==> src/rtl/bcc_pkg.sv <==
package bcc_pkg;
  localparam int WORD_W = 16;
  localparam int OFFS_W = 8;
  localparam int CNT_W  = 6;
  localparam int IDX_W  = 3;
  localparam int FLAG_W = 4;
  localparam int N_BIT  = 3;
  localparam int Z_BIT  = 2;
  localparam int V_BIT  = 1;
  localparam int C_BIT  = 0;

  typedef struct packed {
    logic              isBranch;
    logic              condMet;
    logic              isLoop;
    logic              isCc;
    logic              ccSet;
    logic [FLAG_W-1:0] ccMask;
  } ctlStrobes_t;
endpackage

==> src/rtl/bcc_ctl.sv <==
module bcc_ctl
  import bcc_pkg::*;
(
  input  logic              clk,
  input  logic              rstN,
  input  logic              instValid,
  input  logic [15:0]       instWord,
  input  logic [FLAG_W-1:0] flags,
  output ctlStrobes_t       strobes
);
  logic brGroup, loopOp, ccOp, oddCond, nF, zF, vF, cF;

  always_comb begin
    nF = flags[N_BIT];
    zF = flags[Z_BIT];
    vF = flags[V_BIT];
    cF = flags[C_BIT];
    brGroup = (instWord[14:11] == 4'b0000) &&
              (instWord[15] || (instWord[10:8] != 3'b000));
    loopOp  = (instWord[15:9] == 7'b0111111);
    ccOp    = (instWord[15:5] == 11'b00000000101);
    // condition of the odd code in each pair; the even code is its inverse
    unique case ({instWord[15], instWord[10:9]})
      3'b000:  oddCond = 1'b1;
      3'b001:  oddCond = zF;
      3'b010:  oddCond = nF ^ vF;
      3'b011:  oddCond = zF | (nF ^ vF);
      3'b100:  oddCond = nF;
      3'b101:  oddCond = cF | zF;
      3'b110:  oddCond = vF;
      default: oddCond = cF;
    endcase
    strobes.isBranch = instValid && brGroup;
    strobes.condMet  = instWord[8] ? oddCond : !oddCond;
    strobes.isLoop   = instValid && loopOp;
    strobes.isCc     = instValid && ccOp;
    strobes.ccSet    = instWord[4];
    strobes.ccMask   = instWord[3:0];
  end


  decode_excl_chk: assert property (@(posedge clk) disable iff (!rstN)
    $onehot0({strobes.isBranch, strobes.isLoop, strobes.isCc}));


  idle_strobe_chk: assert property (@(posedge clk) disable iff (!rstN)
    !instValid |-> !(strobes.isBranch || strobes.isLoop || strobes.isCc));
endmodule

==> src/rtl/bcc_dp.sv <==
module bcc_dp
  import bcc_pkg::*;
#(
  parameter int WIDTH = WORD_W
) (
  input  logic              clk,
  input  logic              rstN,
  input  logic              instValid,
  input  ctlStrobes_t       strobes,
  input  logic [15:0]       instWord,
  input  logic [WIDTH-1:0]  pcIn,
  input  logic [WIDTH-1:0]  regIn,
  output logic [WIDTH-1:0]  pcNext,
  output logic              taken,
  output logic [WIDTH-1:0]  regOut,
  output logic [IDX_W-1:0]  regSel,
  output logic              regWrite,
  output logic              resValid,
  output logic [FLAG_W-1:0] flags
);
  localparam int BR_EXT = WIDTH - OFFS_W - 1;
  localparam int LP_EXT = WIDTH - CNT_W - 1;

  logic [WIDTH-1:0] brDist, loopDist, decVal;

  always_comb begin
    brDist   = {{BR_EXT{instWord[OFFS_W-1]}}, instWord[OFFS_W-1:0], 1'b0};
    loopDist = {{LP_EXT{1'b0}}, instWord[CNT_W-1:0], 1'b0};
    decVal   = regIn - WIDTH'(1);
  end

  always_ff @(posedge clk) begin
    if (!rstN) begin
      flags    <= '0;
      resValid <= 1'b0;
      taken    <= 1'b0;
      regWrite <= 1'b0;
      pcNext   <= '0;
      regOut   <= '0;
      regSel   <= '0;
    end else begin
      resValid <= instValid;
      taken    <= 1'b0;
      regWrite <= 1'b0;
      if (instValid) begin
        pcNext <= pcIn;
        regOut <= regIn;
        regSel <= instWord[8:6];
        if (strobes.isBranch && strobes.condMet) begin
          taken  <= 1'b1;
          pcNext <= pcIn + brDist;
        end
        if (strobes.isLoop) begin
          regWrite <= 1'b1;
          regOut   <= decVal;
          if (decVal != '0) begin
            taken  <= 1'b1;
            pcNext <= pcIn - loopDist;
          end
        end
        if (strobes.isCc)
          flags <= strobes.ccSet ? (flags | strobes.ccMask)
                                 : (flags & ~strobes.ccMask);
      end
    end
  end


  branch_flags_chk: assert property (@(posedge clk) disable iff (!rstN)
    strobes.isBranch |=> $stable(flags) && !regWrite);


  idle_out_chk: assert property (@(posedge clk) disable iff (!rstN)
    !instValid |=> !resValid && !taken && !regWrite && $stable(flags));


  loop_taken_chk: assert property (@(posedge clk) disable iff (!rstN)
    (resValid && regWrite) |-> (taken == (regOut != '0)));


  pc_parity_chk: assert property (@(posedge clk) disable iff (!rstN)
    instValid |=> pcNext[0] == $past(pcIn[0]));


  cc_nop_chk: assert property (@(posedge clk) disable iff (!rstN)
    (strobes.isCc && strobes.ccMask == '0) |=> $stable(flags) && !taken);


  other_op_chk: assert property (@(posedge clk) disable iff (!rstN)
    (instValid && !strobes.isBranch && !strobes.isLoop && !strobes.isCc)
      |=> !taken && !regWrite && $stable(flags));
endmodule

==> src/rtl/bcc_unit.sv <==
module bcc_unit
  import bcc_pkg::*;
(
  input  logic              clk,
  input  logic              rstN,
  input  logic              instValid,
  input  logic [15:0]       instWord,
  input  logic [15:0]       pcIn,
  input  logic [15:0]       regIn,
  output logic [15:0]       pcNext,
  output logic              taken,
  output logic [15:0]       regOut,
  output logic [2:0]        regSel,
  output logic              regWrite,
  output logic              resValid,
  output logic [3:0]        flags
);
  ctlStrobes_t strobes;

  bcc_ctl ctl_i (
    .clk(clk), .rstN(rstN), .instValid(instValid), .instWord(instWord),
    .flags(flags), .strobes(strobes)
  );

  bcc_dp #(.WIDTH(WORD_W)) dp_i (
    .clk(clk), .rstN(rstN), .instValid(instValid), .strobes(strobes),
    .instWord(instWord), .pcIn(pcIn), .regIn(regIn), .pcNext(pcNext),
    .taken(taken), .regOut(regOut), .regSel(regSel), .regWrite(regWrite),
    .resValid(resValid), .flags(flags)
  );


  reset_state_chk: assert property (@(posedge clk)
    !rstN |=> (flags == 4'b0) && !resValid && !taken && !regWrite);
endmodule

==> config.mk <==
export PLATFORM = sky130hd
export DESIGN_NAME = bcc_unit
export DESIGN_NICKNAME = d
export VERILOG_FILES = /design/src/rtl/bcc_pkg.sv /design/src/rtl/bcc_ctl.sv /design/src/rtl/bcc_dp.sv /design/src/rtl/bcc_unit.sv
export SDC_FILE = /design/constraint.sdc
export NUM_CORES = 1
export LEC_CHECK = 0
export BUFFER_PORTS_ARGS = -buffer_cell sky130_fd_sc_hd__clkbuf_2
export CAP_MARGIN = 5
export CORE_MARGIN = 2
export CORE_UTILIZATION = 50
export CTS_BUF_LIST = sky130_fd_sc_hd__clkbuf_4
export DETAILED_ROUTE_END_ITERATION = 12
export GPL_TIMING_DRIVEN = 0
export PLACE_DENSITY = 0.74
export REMOVE_ABC_BUFFERS = 1
export SYNTH_ARGS = -nofsm -noshare
export SYNTH_HDL_FRONTEND = slang
export SYNTH_HIERARCHICAL = 1
export SYNTH_SLANG_ARGS = --single-unit
==> constraint.sdc <==
create_clock -name clk -period 4.5 [get_ports clk]
set_input_delay 0.45 -clock clk [delete_from_list [all_inputs] [get_ports clk]]
set_output_delay 0.45 -clock clk [all_outputs]
set_load 0.005 [all_outputs]
Word level (Yosys, flattened, before mapping)
Index checks and enable logic that the tools add are counted.
{ "totals": {"reg_bits": 42, "latchBits": 0, "ramBits": 0, "romBits": 0, "out_inout_bits": 42, "mem_count": 0} }
{ "classes": {"n_addsub": 3, "multipliers": 0, "div": 0, "order_cmp": 0, "eq_ne": 8, "shifts": 0, "n_mux": 11, "n_bitwise": 6, "reduce_logical": 13} }
{ "ops": {"columns": ["cell", "n"], "rows": [
  ["16-bit two-way mux", 4],
  ["16-bit adder", 1],
  ["16-bit nonzero test", 1],
  ["16-bit by 1-bit subtractor with 16-bit output, second input constant", 1],
  ["16-bit by 7-bit subtractor with 16-bit output", 1],
  ["11-bit by 3-bit == test with 1-bit output, second input constant", 1],
  ["3-bit == test, second input constant", 3],
  ["7-bit by 6-bit == test with 1-bit output, second input constant", 1],
  ["1-bit one-hot mux with 7 select lines", 1],
  ["3-bit by 2-bit == test with 1-bit output, second input constant", 2],
  ["1-bit logical AND", 5],
  ["1-bit two-way mux", 5],
  ["4-bit bitwise AND", 1],
  ["4-bit logical NOT", 1],
  ["4-bit two-way mux", 1],
  ["4-bit NOT", 1],
  ["4-bit OR", 1],
  ["2-bit AND reduction", 2],
  ["3-bit by 1-bit == test with 1-bit output, second input constant", 1],
  ["3-bit logical NOT", 1],
  ["3-bit nonzero test", 1],
  ["1-bit OR", 2],
  ["1-bit logical NOT", 1],
  ["1-bit logical OR", 1],
  ["1-bit bitwise XOR", 1]
]} }

Depth between registers and ports, before layout
Gate-level depths: netlist of run 1.
{ "depth": {"depth_word": 9, "depth_mapped": 12} }

By module
The synthesis of run 1 kept the hierarchy.
{ "modules_own_cells": {"columns": ["mod", "instances", "cells_per_inst", "area_each_um2", "seq_area_each_um2"], "rows": [
  ["bcc_dp", 1, 393, 3146.8, 840.8],
  ["bcc_ctl", 1, 28, 178.9, 0.0]
]} }

Worst setup path before layout of run 1
Ideal clock, no wire load.
{ "synth_timing": {"path_type": "input port to flip-flop", "startpoint": "in regIn[5]", "endpoint": "reg dp_i.pcNext[3]", "setup_ns": 0.137, "arrival_ns": 2.915, "path_slack_ns": 1.448, "cell_stages": 11, "n_path_buf": 3, "cell_sequence": "buf_6 -> or4_1 -> buf_2 -> o41ai_2 -> a22oi_1 -> or4_4 -> o21a_1 -> buf_6 -> a221oi_1 -> a21o_1 -> a31oi_1"} }
{ "synth_via": {"elab_chain_len": 4} }
{ "synth_lines": {"columns": ["element", "line_no", "source"], "rows": [
  ["from (decl)", "bcc_unit.sv:9", "input logic [15:0] regIn,"],
  ["16-bit by 1-bit subtractor with 16-bit output", "bcc_dp.sv:29", "decVal = regIn - WIDTH'(1);"],
  ["16-bit nonzero test", "bcc_dp.sv:56", "if (decVal != '0) begin"],
  ["16-bit two-way mux", "bcc_dp.sv:56", null],
  ["16-bit two-way mux", "bcc_dp.sv:53", "if (strobes.isLoop) begin"],
  ["to (signal assigned)", "bcc_dp.sv:46", "pcNext <= pcIn;"],
  ["to (signal assigned)", "bcc_dp.sv:51", "pcNext <= pcIn + brDist;"],
  ["to (signal assigned)", "bcc_dp.sv:58", "pcNext <= pcIn - loopDist;"],
  ["to (decl)", "bcc_dp.sv:13", "output logic [WIDTH-1:0] pcNext,"]
]} }
Every way passes these cells.
A chain may end at the register's enable or synchronous reset.

Worst setup path in the final report of run 1
Same ends and word-level chain as after synthesis.

==> summary.md, run 1 <==
| Metric | Value |
|---|---|
| Clock tree root driver cell | `sky130_fd_sc_hd__clkbuf_4` |
| Data arrival time at the worst-slack endpoint | `3420 ps` |
| Largest net degree at the start of global routing | `68` |
| Portion of total power attributed to the clock network | `0.271` |
| Netlist cell types | `67` |
| Setup WS post-layout | `1344 ps` |
| Unrepaired setup endpoints after global routing | `false` |
| Number of clock sinks | `42` |
| DIE AREA | `7320 um2` |
| Remaining antenna violation count | `0` |
| Fmax | `0.3168 GHz` |
| Post-synthesis to final-layout area growth | `15.61%` |
| Remaining Overflow, GRT | `0` |
| Netlist area before placement | `3326 um2` |
| Number of antenna violations at the first check in global routing | `0` |
| Post-synthesis average cell area | `7.900 um2` |
| Share of cells above drive strength 1 | `0.2303` |
| Startpoint-to-endpoint class of the critical path | `in -> reg` |
| CTS tree | `built` |
| Synth top cells by count | `57 x sky130_fd_sc_hd__nor2_1, 42 x sky130_fd_sc_hd__dfxtp_1, 23 x sky130_fd_sc_hd__nand2_1` |
| I/O pin count | `93` |
| Count of synthesis-stage warnings from yosys | `6` |
| Sequential cell area fraction in the yosys report | `0.2528` |
| Portion of total power attributed to combinational logic | `0.287` |
| Type of the tightest min-delay check | `in -> reg` |
| Shortest clock period the worst path allows after layout | `3156 ps` |
| Routed wirelength normalized by instance count | `14.82 um` |
| Number of maximum-capacitance violations | `0` |
| Horizontal die dimension | `85.56 um` |
| Routability congestion estimate from global placement | `0.8549` |
| Largest vdd supply drop | `0.0001707 V` |
| Drt pass-1 iters | `5` |
| Most instantiated flip-flop cell in the synthesis netlist | `sky130_fd_sc_hd__dfxtp_1` |
| Core Util, Final | `0.6021` |
| Share of synthesized registers carrying an async set or reset | `0` |
| Minimum setup slack after placement | `700.7 ps` |
| Final worst path period share | `0.7014` |
| Placeable Area | `6386 um2` |
| Post-route clock skew | `12.72 ps` |
| Final-report hold violation count | `0` |
| Row count | `29` |
| CTS H-tree lvls | `2` |
| Starting density of the core | `0.5208` |
| Number of remaining DRC errors | `0` |
| Cell type with the highest aggregate area in the netlist | `sky130_fd_sc_hd__dfxtp_1` |
| Biggest area contributors in the synthesized netlist | `sky130_fd_sc_hd__dfxtp_1 25%, sky130_fd_sc_hd__ha_1 8.3%, sky130_fd_sc_hd__nor2_1 6.4%, sky130_fd_sc_hd__xnor2_1 5.0%, sky130_fd_sc_hd__a211oi_1 4.1%` |
| Sequential fraction of design power | `0.443` |
| Number of register bits inferred by synthesis | `42` |
| TritonCTS Buffers | `5` |
| Power Internal | `629.9 uW` |
| Max-slew headroom | `0.3368` |
| Cell Count Post-Placement | `563` |
| Largest driver fanout on the critical path | `13` |
| Syn Inst Count | `421` |
| Outcome | `finished, final reports clean` |
| Count of flip-flops with a built-in enable after synthesis | `0` |
| Tot GR Track Use | `0.2348` |
| Leading cell type by number of instances after synthesis | `sky130_fd_sc_hd__nor2_1` |
| Largest buffer count on any clock path | `2` |
| Final wirelength | `8478 um` |
| Setup repair bufs after CTS | `0` |
| Post-cts repair resize count | `0` |
| Wire length of the first global-routing pass | `14150 um` |
| Post-route total power | `913.6 uW` |
| Transition time of the tightest slew-check pin | `989.4 ps` |
| Hold bufs inserted after CTS | `0` |
| HPWL after detailed placement | `6483 um` |
| Number of nets in the layout | `569` |
| Insertion delay of the later-clocked pin in the worst-skew pair | `340 ps` |
| PD cells | `237.6 nW/um2` |
| Count of placed standard cells in the final layout, fillers left out | `572` |
| Net switching component of the power | `283.8 uW` |
| Final max-slew violation count | `0` |
| Port buffer count | `92` |
| Final setup vio count | `0` |
| Worst Setup End Kind | `flop` |
| Number of inserted diodes | `0` |
| Vias after detailed routing | `3244` |
| TNS Setup | `0 ps` |
| Vias per std cell | `5.671` |
| Top-area cell type share of the netlist area | `0.2528` |
| Register clock-pin slew on the reported worst setup and hold paths | `130 ps` |
| Static leakage power | `0.001708 uW` |
| Iter 0 DRT Violations | `214` |
| Sw Ratio | `0.3106` |
| Chip height | `85.56 um` |
| Type of element launching the critical path | `input port` |
| Number of global-route vias before repair | `3084` |
| Data required time of the critical path | `4760 ps` |
flip-flops by register name (all words and copies together), names as in the netlist, named ones only:
register	flops
dp_i/regWrite	1
dp_i/resValid	1
dp_i/regOut	16
dp_i/pcNext	16
dp_i/taken	1
dp_i/regSel	3
critical path: stages:
cell and delay (ps):
sky130_fd_sc_hd__clkbuf_2 150, sky130_fd_sc_hd__or4_1 650, sky130_fd_sc_hd__o41ai_2 300, sky130_fd_sc_hd__a22oi_1 110
sky130_fd_sc_hd__or4_4 610, sky130_fd_sc_hd__a211oi_4 600, sky130_fd_sc_hd__a221oi_1 170, sky130_fd_sc_hd__a21o_1 200
sky130_fd_sc_hd__a31oi_1 180
routing by layer:
| metal | vias to the layer above | GRT usage | share of wire |
|---|---|---|---|
| met5 | - | 0 | 0 |
| met4 | 0 | 0.03752 | 0.0057 |
| met3 | 6 | 0.05101 | 0.072 |
| met2 | 114 | 0.3849 | 0.46 |
| met1 | 1466 | 0.3242 | 0.46 |
| li1 | 1658 | - | - |
kinds of logic after synthesis:
| group | after synthesis | share of synthesized area |
|---|---|---|
| AO/OA/AOI/OAI | 113 | 0.2374 |
| flip-flops | 42 | 0.2528 |
| buffers and inverters | 50 | 0.06960 |
| multiplexers | 13 | 0.03988 |
| AND/OR/NAND/NOR | 147 | 0.2212 |
| XOR/XNOR | 32 | 0.08427 |
| adder cells (fa/ha/maj) | 24 | 0.09481 |
cell usage in the layout, fill, tap and decap left out, types with 11 or more instances in the layout:
| cell | n |
|---|---|
| sky130_fd_sc_hd__a211oi_1 | 18 |
| sky130_fd_sc_hd__a21oi_1 | 21 |
| sky130_fd_sc_hd__clkbuf_2 | 92 |
| sky130_fd_sc_hd__dfxtp_1 | 42 |
| sky130_fd_sc_hd__ha_1 | 22 |
| sky130_fd_sc_hd__inv_1 | 22 |
| sky130_fd_sc_hd__mux2i_1 | 11 |
| sky130_fd_sc_hd__nand2_1 | 23 |
| sky130_fd_sc_hd__nor2_1 | 57 |
| sky130_fd_sc_hd__nor3_1 | 11 |
| sky130_fd_sc_hd__o21ai_0 | 20 |
| sky130_fd_sc_hd__xnor2_1 | 19 |
| sky130_fd_sc_hd__xor2_1 | 13 |
power by group through the flow:
stage | combinational (uW) | sequential, uW | clock, uW
global placement | 250 | 413 | 0
CTS | 259 | 405 | 255
finish | 262 | 404 | 247
detailed placement | 258 | 413 | 0
floorplan | 150 | 414 | 0
global route | 293 | 407 | 271
area by class of cell:
cell class	instances	area [um2]
clock buffers	6	45.04
clock inverters	2	37.54
fillers	598	2541
inverters	23	86.33
multi-input cells	329	2258
flip-flops and latches	42	840.8
well taps	77	96.34
repair buffers	93	480.5
path summary, 6_finish.rpt:
kind | endpoint | depth (start not counted) | startpoint | slack (ps)
setup / recovery | dp_i/pcNext[3]$_SDFFE_PN0P_ | 9 | regIn[5] | 1340
hold / removal | dp_i/pcNext[0]$_SDFFE_PN0P_ | 3 | pcIn[0] | 340
setup reg to reg | dp_i/pcNext[3]$_SDFFE_PN0P_ | 9 | flop | 1950
hold reg to reg | dp_i/pcNext[1]$_SDFFE_PN0P_ | 2 | dp_i/pcNext[1]$_SDFFE_PN0P_ | 470
stage by stage:
stage | hold WS [ps] | instance area (um2)
6_report | 342.3 | 3845
3_5_place_dp | 456.0 | 3742
2_1_floorplan | 456.5 | 3181
3_3_place_gp | 452.1 | 3737
4_1_cts | 338.7 | 3825
5_1_grt | 351.9 | 3845
(Power assumes the default switching activity.)
==> run 2, diff against run 1 <==
CORE_UTILIZATION = 49   (was 50)
PLACE_DENSITY = 0.76   (was 0.74)
clock period = 2.6 ns   (was 4.5 ns; I/O delays follow)
==> run 2 against run 1 <==
  * The run now ends with negative setup slack left
  * First-iteration DRC count is 36% lower
  * Via count is 2.8% higher
  * Wire length is 1.9% higher
  * Critical endpoint is now dp_i/pcNext[14]$_SDFFE_PN0P_
  * Largest cell class unchanged
  * Highest routed layer unchanged
==> summary.md, run 2 (synthesis results as in run 1) <==
| Metric | Value |
|---|---|
| TNS Setup | `-13.61 ps` |
| FF-to-FF setup slack | `400 ps` |
| Starting density of the core | `0.4978` |
| I/O pin count | `93` |
| Type of the tightest min-delay check | `in -> reg` |
| Insertion delay of the later-clocked pin in the worst-skew pair | `350 ps` |
| Length in cells of the worst reg-to-reg path | `10` |
| Vias after detailed routing | `3336` |
| Data arrival time at the worst-slack endpoint | `2900 ps` |
| Port buffer count | `92` |
| Chip height | `86.39 um` |
| Layout Cell Area excl Fill | `3936 um2` |
| Area after DPL | `3746 um2` |
| Unrepaired setup endpoints after global routing | `true` |
| Most common library cell in the layout ignoring fill and taps | `sky130_fd_sc_hd__clkbuf_2` |
| Outcome | `complete, but fails checks` |
| Shortest clock period the worst path allows after layout | `2614 ps` |
| Worst r2r dst | `dp_i/pcNext[3]$_SDFFE_PN0P_` |
| Count of placed standard cells in the final layout, fillers left out | `581` |
| Data required time of the critical path | `2890 ps` |
| CTS H-tree lvls | `2` |
| Largest driver fanout on the critical path | `6` |
| Routability congestion estimate from global placement | `0.8837` |
| Cell Count Post-Placement | `566` |
| Transition time of the tightest slew-check pin | `746.4 ps` |
| Vias per std cell | `5.742` |
| Minimum setup slack after placement | `-994.7 ps` |
| Final wirelength | `8641 um` |
| Static leakage power | `0.001746 uW` |
| Final setup vio count | `1` |
| Number of clock sinks | `42` |
| Number of maximum-capacitance violations | `0` |
| Instance count along the most critical hold path | `3` |
| Tot GR Track Use | `0.2238` |
| Number of global-route vias before repair | `2969` |
| Setup WS post-layout | `-13.61 ps` |
| Violated checks | `negative setup slack` |
| Number of antenna violations at the first check in global routing | `0` |
| Remaining Overflow, GRT | `0` |
| Worst Setup End Kind | `flop` |
| Wire length of the first global-routing pass | `13590 um` |
| Final max-slew violation count | `0` |
| Number of nets in the layout | `577` |
| Fmax | `0.3826 GHz` |
| TritonCTS Buffers | `5` |
| Register clock-pin slew on the reported worst setup and hold paths | `120 ps` |
| Top Registers | `dp_i/pcNext (16), dp_i/regOut (16), dp_i/regSel (3)` |
| Clock tree root driver cell | `sky130_fd_sc_hd__clkbuf_4` |
| Remaining antenna violation count | `0` |
| Drt pass-1 iters | `4` |
| Hold wc startpoint | `pcIn[0]` |
| Share of cells above drive strength 1 | `0.2575` |
| Horizontal die dimension | `86.39 um` |
| Largest vdd supply drop | `0.0001925 V` |
| Commonest cells after routing, fill and taps aside | `90 x sky130_fd_sc_hd__clkbuf_2, 57 x sky130_fd_sc_hd__nor2_1, 42 x sky130_fd_sc_hd__dfxtp_1, 22 x sky130_fd_sc_hd__inv_1, 22 x sky130_fd_sc_hd__nand2_1` |
| Number of filler cells placed in the layout | `640` |
| CTS tree | `built` |
| Number of inserted diodes | `0` |
| Startpoint-to-endpoint class of the critical path | `in -> reg` |
| Number of remaining DRC errors | `0` |
| Final worst path period share | `1.005` |
| Row count | `30` |
| Final-report hold violation count | `0` |
| Post-route clock skew | `2.029 ps` |
| Largest net degree at the start of global routing | `68` |
| Type of element launching the critical path | `input port` |
| DIE AREA | `7462 um2` |
| Max-slew headroom | `0.4993` |
| Largest buffer count on any clock path | `2` |
| Iter 0 DRT Violations | `136` |
| Post-synthesis to final-layout area growth | `18.36%` |
| Endpoint, Worst Hold | `dp_i/pcNext[0]$_SDFFE_PN0P_` |
| PD cells | `369.8 nW/um2` |
| Routed wirelength normalized by instance count | `14.87 um` |
| Placeable Area | `6681 um2` |
| HPWL after detailed placement | `6448 um` |
==> run 2: cell types whose count changed in the layout (fill, tap and decap cells not counted), sizes merged <==
cell      before  now
buf            1   10
clkinv         1    2
clkinvlp       1    0
bufinv         1    0
clkbuf        98   96
==> run 2: cell type report <==
| class | count | area [um2] | share of cell area |
|---|---|---|---|
| flip-flops and latches | 42 | 840.8 | 0.2136 |
| multi-input cells | 329 | 2327 | 0.5912 |
| inverters | 23 | 86.33 | 0.02193 |
| clock buffers | 5 | 37.54 | 0.009536 |
| clock inverters | 1 | 3.754 | 0.0009536 |
| well taps | 80 | 100.1 | 0.02543 |
| repair buffers | 101 | 540.5 | 0.1373 |
==> run 2: worst max path at each step <==
stage / from / endpoint / slack, ps / depth (start not counted)
after floorplan: regIn[5] / dp_i/pcNext[3]$_SDFFE_PN0P_ / -190 / 8
after global placement: instValid / dp_i/pcNext[13]$_SDFFE_PN0P_ / -1610 / 8
after detailed placement: instValid / dp_i/pcNext[13]$_SDFFE_PN0P_ / -990 / 8
after CTS: regIn[5] / dp_i/pcNext[13]$_SDFFE_PN0P_ / 20 / 9
after global routing: regIn[6] / dp_i/pcNext[14]$_SDFFE_PN0P_ / -70 / 11
final: regIn[6] / dp_i/pcNext[14]$_SDFFE_PN0P_ / -10 / 11
==> run 2: critical path: stages <==
cell	delay, ps
sky130_fd_sc_hd__buf_2	140
sky130_fd_sc_hd__or4_4	560
sky130_fd_sc_hd__or4_4	550
sky130_fd_sc_hd__o21ai_2	190
sky130_fd_sc_hd__o21a_4	190
sky130_fd_sc_hd__o21ai_4	70
sky130_fd_sc_hd__buf_6	180
sky130_fd_sc_hd__buf_4	130
sky130_fd_sc_hd__or2_4	240
sky130_fd_sc_hd__o31a_1	240
sky130_fd_sc_hd__a31oi_1	140
==> run 2: metrics by stage <==
stage / total power, uW / utilization / hold slack (ps)
after floorplan: 976.5 / - / 349.4
final: 1456 / 0.5891 / 159.6
after detailed placement: 1159 / 0.5607 / 461.4
after CTS: 1460 / 0.5743 / 145.6
after global routing: 1549 / 0.5891 / 144.0
after global placement: 1146 / 0.5599 / 462.5
==> run 2: timing repair <==
action,4_1_cts,5_1_grt
gates cloned,0,0
pin swaps,1,6
buffers inserted,4,5
endpoints found under the setup margin,31,11
hold buffers,0,0
gates resized for setup,5,14
==> run 2: per-layer routing <==
metal / part of all wire / GRT usage / up-vias
met3: 0.059 / 0.03429 / 11
met5: 0 / 0 / -
met4: 0.015 / 0.06960 / 0
met1: 0.46 / 0.3034 / 1533
li1: - / - / 1678
met2: 0.46 / 0.3664 / 114
==> run 2: where the power goes <==
part           leakage (uW)  total (uW)  internal, uW  switching [uW]
Combinational       0.00137         458           197             261
Sequential         0.000347         702           681            20.2
Clock             0.0000246         296          92.8             204
